--- src/rtl/txr_pkg.sv ---
package txr_pkg;
  typedef enum logic [2:0] {
    ST_IDLE     = 3'd0,
    ST_XMIT     = 3'd1,
    ST_BACKOFF  = 3'd2,
    ST_DONE_OK  = 3'd3,
    ST_DONE_ERR = 3'd4
  } txr_state_e;
endpackage

--- src/rtl/txr_attempt_ctr.sv ---
module txr_attempt_ctr #(
  parameter int ATT_W = 5
) (
  input  logic             clk,
  input  logic             rst,
  input  logic             clr_one,
  input  logic             inc,
  output logic [ATT_W-1:0] cnt
);
  always_ff @(posedge clk) begin
    if (rst)          cnt <= '0;
    else if (clr_one) cnt <= ATT_W'(1);
    else if (inc)     cnt <= cnt + ATT_W'(1);
  end
endmodule

--- src/rtl/txr_bkoff_timer.sv ---
module txr_bkoff_timer #(
  parameter int BKOFF_W = 10
) (
  input  logic               clk,
  input  logic               rst,
  input  logic               load,
  input  logic [BKOFF_W-1:0] load_val,
  output logic               expired
);
  logic [BKOFF_W-1:0] remain;

  always_ff @(posedge clk) begin
    if (rst)                remain <= '0;
    else if (load)          remain <= load_val;
    else if (remain != '0)  remain <= remain - BKOFF_W'(1);
  end

  assign expired = (remain == '0);
endmodule

--- src/rtl/txr_fcs_sel.sv ---
module txr_fcs_sel (
  input  logic clk,
  input  logic rst,
  input  logic capture,
  input  logic no_fcs,
  input  logic add_fcs,
  input  logic eop,
  output logic append
);
  always_ff @(posedge clk) begin
    if (rst)          append <= 1'b0;
    else if (capture) append <= (!no_fcs) || (add_fcs && eop);
  end
endmodule

--- src/rtl/txr_retry_ctrl.sv ---
module txr_retry_ctrl
  import txr_pkg::*;
#(
  parameter int MAX_ATTEMPTS = 16,
  parameter int BKOFF_W      = 10,
  parameter int ATT_W        = $clog2(MAX_ATTEMPTS + 1)
) (
  input  logic               clk,
  input  logic               rst,
  input  logic               frame_start,
  input  logic               cfg_no_retry,
  input  logic               cfg_force_coll,
  input  logic               cfg_int_loop,
  input  logic               cfg_no_fcs,
  input  logic               desc_add_fcs,
  input  logic               desc_eop,
  input  logic               att_done,
  input  logic               att_coll,
  input  logic [BKOFF_W-1:0] bkoff_cnt,
  output logic               tx_active,
  output logic               fifo_hold,
  output logic               tx_ok,
  output logic               tx_retry_err,
  output logic [ATT_W-1:0]   attempt_num,
  output logic               append_fcs
);
  localparam logic [ATT_W-1:0] FULL_BUDGET = ATT_W'(MAX_ATTEMPTS);
  localparam logic [ATT_W-1:0] ONE_BUDGET  = ATT_W'(1);

  txr_state_e state;
  logic nr_lat, frc_lat;
  logic start_go, att_end, collided, budget_out, tmr_load, tmr_expired, cnt_inc;
  logic [ATT_W-1:0] budget;

  assign start_go   = (state == ST_IDLE) && frame_start;
  assign att_end    = att_done || att_coll;
  assign collided   = att_coll || frc_lat;
  assign budget     = nr_lat ? ONE_BUDGET : FULL_BUDGET;
  assign budget_out = (attempt_num >= budget);
  assign tmr_load   = (state == ST_XMIT) && att_end && collided && !budget_out;
  assign cnt_inc    = (state == ST_BACKOFF) && tmr_expired;

  always_ff @(posedge clk) begin
    if (rst) begin
      state     <= ST_IDLE;
      fifo_hold <= 1'b0;
      nr_lat    <= 1'b0;
      frc_lat   <= 1'b0;
    end else begin
      case (state)
        ST_IDLE: begin
          if (frame_start) begin
            state     <= ST_XMIT;
            nr_lat    <= cfg_no_retry;
            frc_lat   <= cfg_force_coll && cfg_int_loop;
            fifo_hold <= !cfg_no_retry;
          end
        end
        ST_XMIT: begin
          if (att_end) begin
            if (collided) begin
              if (budget_out) begin
                state     <= ST_DONE_ERR;
                fifo_hold <= 1'b0;
              end else begin
                state <= ST_BACKOFF;
              end
            end else begin
              state     <= ST_DONE_OK;
              fifo_hold <= 1'b0;
            end
          end
        end
        ST_BACKOFF: begin
          if (tmr_expired) state <= ST_XMIT;
        end
        ST_DONE_OK:  state <= ST_IDLE;
        ST_DONE_ERR: state <= ST_IDLE;
        default:     state <= ST_IDLE;
      endcase
    end
  end

  assign tx_active    = (state == ST_XMIT);
  assign tx_ok        = (state == ST_DONE_OK);
  assign tx_retry_err = (state == ST_DONE_ERR);

  txr_attempt_ctr #(.ATT_W(ATT_W)) u_ctr (
    .clk     (clk),
    .rst     (rst),
    .clr_one (start_go),
    .inc     (cnt_inc),
    .cnt     (attempt_num)
  );

  txr_bkoff_timer #(.BKOFF_W(BKOFF_W)) u_tmr (
    .clk      (clk),
    .rst      (rst),
    .load     (tmr_load),
    .load_val (bkoff_cnt),
    .expired  (tmr_expired)
  );

  txr_fcs_sel u_fcs (
    .clk     (clk),
    .rst     (rst),
    .capture (start_go),
    .no_fcs  (cfg_no_fcs),
    .add_fcs (desc_add_fcs),
    .eop     (desc_eop),
    .append  (append_fcs)
  );
endmodule

--- config.mk ---
export PLATFORM = sky130hd
export DESIGN_NAME = txr_retry_ctrl
export DESIGN_NICKNAME = d
export VERILOG_FILES = /design/src/rtl/txr_pkg.sv /design/src/rtl/txr_attempt_ctr.sv /design/src/rtl/txr_bkoff_timer.sv /design/src/rtl/txr_fcs_sel.sv /design/src/rtl/txr_retry_ctrl.sv
export SDC_FILE = /design/constraint.sdc
export NUM_CORES = 1
export LEC_CHECK = 0
export ABC_AREA = 1
export BUFFER_PORTS_ARGS = -buffer_cell sky130_fd_sc_hd__buf_2
export CAP_MARGIN = 20
export CELL_PAD_IN_SITES_DETAIL_PLACEMENT = 0
export CELL_PAD_IN_SITES_GLOBAL_PLACEMENT = 2
export CORE_MARGIN = 4
export CORE_UTILIZATION = 28
export DETAILED_ROUTE_END_ITERATION = 7
export PLACE_DENSITY = 0.84
export SLEW_MARGIN = 20
export SYNTH_ARGS = -nofsm -noshare
export SYNTH_HDL_FRONTEND = slang
export SYNTH_SLANG_ARGS = --single-unit
--- constraint.sdc ---
create_clock -name clk -period 2.4 [get_ports clk]
set_clock_uncertainty 0.2 [all_clocks]
set_input_delay 0.48 -clock clk [delete_from_list [all_inputs] [get_ports clk]]
set_output_delay 0.48 -clock clk [all_outputs]
set_load 0.005 [all_outputs]
==> impl_results.md <==
* Hold depth at 3
* Nets@finish at ~250
* Core Area at 4440 um^2
* Worst setup slack after layout at 0.567 ns
* Worst-path fanout max at 15
* Gate Count Post-Synth at approximately 190
* Worst EP required at 2.37 ns
* WS Path Type: reg2reg
* Top post-synthesis cells by count: 36 x nand2_1, 31 x nand3_1, 26 x inv_1
* DRT iter0 DRCs at 67
* R2R depth at 8
* EDFF count, synth at 0
* Routed WL at 3.16 mm
* Final Util at 0.353
* Final setup fails at 0
* Initial antenna violation count at 0
* Vias in the first global route at roughly 1100
* Post-route setup TNS at 0 ns
* N_diodes at 0
* PwrDens at 1110 nW/um^2
* Initial core utilization at 0.294
* Fmax at between 500 and 600 MHz
* I/O pin cnt at 31
* Endpoint, Worst Hold: u_tmr.remain[1]
* Flops & latches, synth at 22
* Die width at 76.3 um
* Clk_lat worst skew at 0.27 ns
* Post-CTS Resized at 0
* First drt pass iteration count at 4
* Clock sink total at 22
* Max cap viols at 0
* Unrepaired setup endpoints after global routing: no
* Post-synthesis sequential area ratio at 0.337
* R2R Path End: u_tmr.remain[0]
* Post-synth top flop: dfxtp_1
* H-Tree Depth at 1
* Crit share post-route at 0.764
* Final ANT Viol Nets at 0
* Synth top area share at 0.337
* Start of the worst register-to-register path: u_ctr.cnt[0]
* Avg Vias per Cell at 4.61
* Max VDD drop at between 0.3 and 0.4 mV
* Min-delay src: bkoff_cnt[1]
* Share of post-route cells with drive strength above 1 at 0.209
* Post-synthesis async set-or-reset flop share at 0
* Post-synthesis cell area at 1310 um^2
* Synthesis-to-layout area growth at 20.1%
* Largest net degree at the start of global routing at 16
* Area leader, netlist: dfxtp_1
* Avg Synthesized Cell Area at 6.80 um^2
* Clock transition at path regs at ~0.09 ns
* Crit path arrival time at around 1.8 ns
* Worst Hold Class: in2reg
* PortBufs at 30
* Die H at 76.3 um
* Setup crit end kind: flip-flop
* Worst-case clock buffer depth at 2
* Place WS at 0.541 ns
* CTS tree: yes
* Yosys warns at 0
* Most numerous cell in the Yosys netlist: nand2_1
* Slew @ Worst Pin at 0.462 ns
* Avg WL per Cell at 11.4 um
* Inserted Clock Buffers at 3
* Slew Limit Fails at 0
* DR vias at 1278
* Startpoint types: flip-flop
* Hold_buf cts at 0
* Outcome: complete, no violations
* GP Congestion at ~0.79
* Post-detail-place hpwl at 2.46 mm
* Tmin final at 1.83 ns
* Reg2reg setup slack at 0.57 ns
* Cell variety after synth at 24
* Global-route wire length before repair at 5.20 mm
* Worst relative slew slack at 0.691
* Post-CTS setup buffers at 0
* Total grt overflow at 0
* Clk Tree Root Cell: clkbuf_8
* Final Hold Vio Count at 0
* Top cells by area, synth: dfxtp_1 34%, nand3_1 12%, nand2_1 10%
* Gr usage total at 0.110
* Die area at between 5000 and 6000 um^2
* Post-Syn Nets at 217
* Leak at approximately 0.76 nW
* Rows at 24
* Drt drc at 0
[through the flow]
step | std cells | hold slack (ns) | area, um^2 | total power [mW]
6_report | 277 | 0.247 | 1570 | 1.74
4_1_cts | 277 | 0.243 | 1570 | 1.76
5_1_grt | 277 | 0.237 | 1570 | 1.92
3_5_place_dp | 273 | 0.247 | 1510 | 1.48
3_3_place_gp | 273 | 0.249 | 1510 | 1.50
2_1_floorplan | 192 | 0.229 | 1310 | 1.29
[routing by layer]
layer | part of all wire | GRT usage
met1 | 0.51 | 0.146
met2 | 0.43 | 0.171
met3 | 0.041 | 0.0201
met4 | 0.017 | 0.0489
met5 | 0 | 0
[cell type report]
| cell class | count | area, um^2 |
|---|---|---|
| fill | 521 | 2880 |
| multi-input combinational | 140 | 744 |
| sequential | 22 | 440 |
| timing repair buffer | 31 | 158 |
| inverter | 28 | 105 |
| tap | 52 | 65.1 |
| clock buffer | 4 | 55.1 |
[cells by family (layout without fill, tap and decap cells)]
family	Yosys count	in the layout	synth area share
simple gates	103	103	0.366
xor+xnor	8	8	0.0537
compound gates	25	25	0.112
flops	22	22	0.337
buf+inv	30	63	0.0920
fa+ha+maj	4	4	0.0384
[flip-flops by register name (all words and copies together) (netlist names)]
register,count
fifo_hold,1
state,3
u_fcs.append,1
u_ctr.cnt,5
nr_lat,1
frc_lat,1
u_tmr.remain,10
[critical path: stages (launching register included)]
cell and delay [ns]:
dfxtp_1 0.39, inv_1 0.08, ha_1 0.29, nor2_1 0.08
nand3_1 0.14, a21oi_4 0.18, nand2_4 0.14, o21ai_0 0.19
nor2_1 0.06
[worst max path at each step]
stage / slack, ns / from / end / cells after the start
final: 0.57 / u_ctr.cnt[0] / u_tmr.remain[0] / 8
after global routing: 0.35 / u_ctr.cnt[0] / u_tmr.remain[9] / 9
after CTS: 0.54 / u_ctr.cnt[0] / u_tmr.remain[0] / 8
after detailed placement: 0.54 / att_coll / u_tmr.remain[0] / 6
after global placement: 0.53 / att_coll / u_tmr.remain[0] / 6
after floorplan: 0.54 / u_ctr.cnt[0] / u_tmr.remain[8] / 9
[report_power, final]
part / internal (mW) / switching, mW
Clock: 0.146 / 0.125
Combinational: 0.373 / 0.551
Sequential: 0.469 / 0.0753
Total: 0.988 / 0.752
[cell usage in the layout, fill, tap and decap left out, types with 2 or more instances in the layout]
cell	n
nand2_2	2
nand2_1	36
xnor2_1	5
xor2_1	3
nor2_4	2
nor3_1	3
inv_1	26
ha_1	4
a21oi_1	14
o21ai_0	6
nor2_1	25
clkbuf_8	4
nand3_1	31
dfxtp_1	22
buf_2	30
inv_2	2
a21oi_2	2
(Power assumes the default switching activity.)
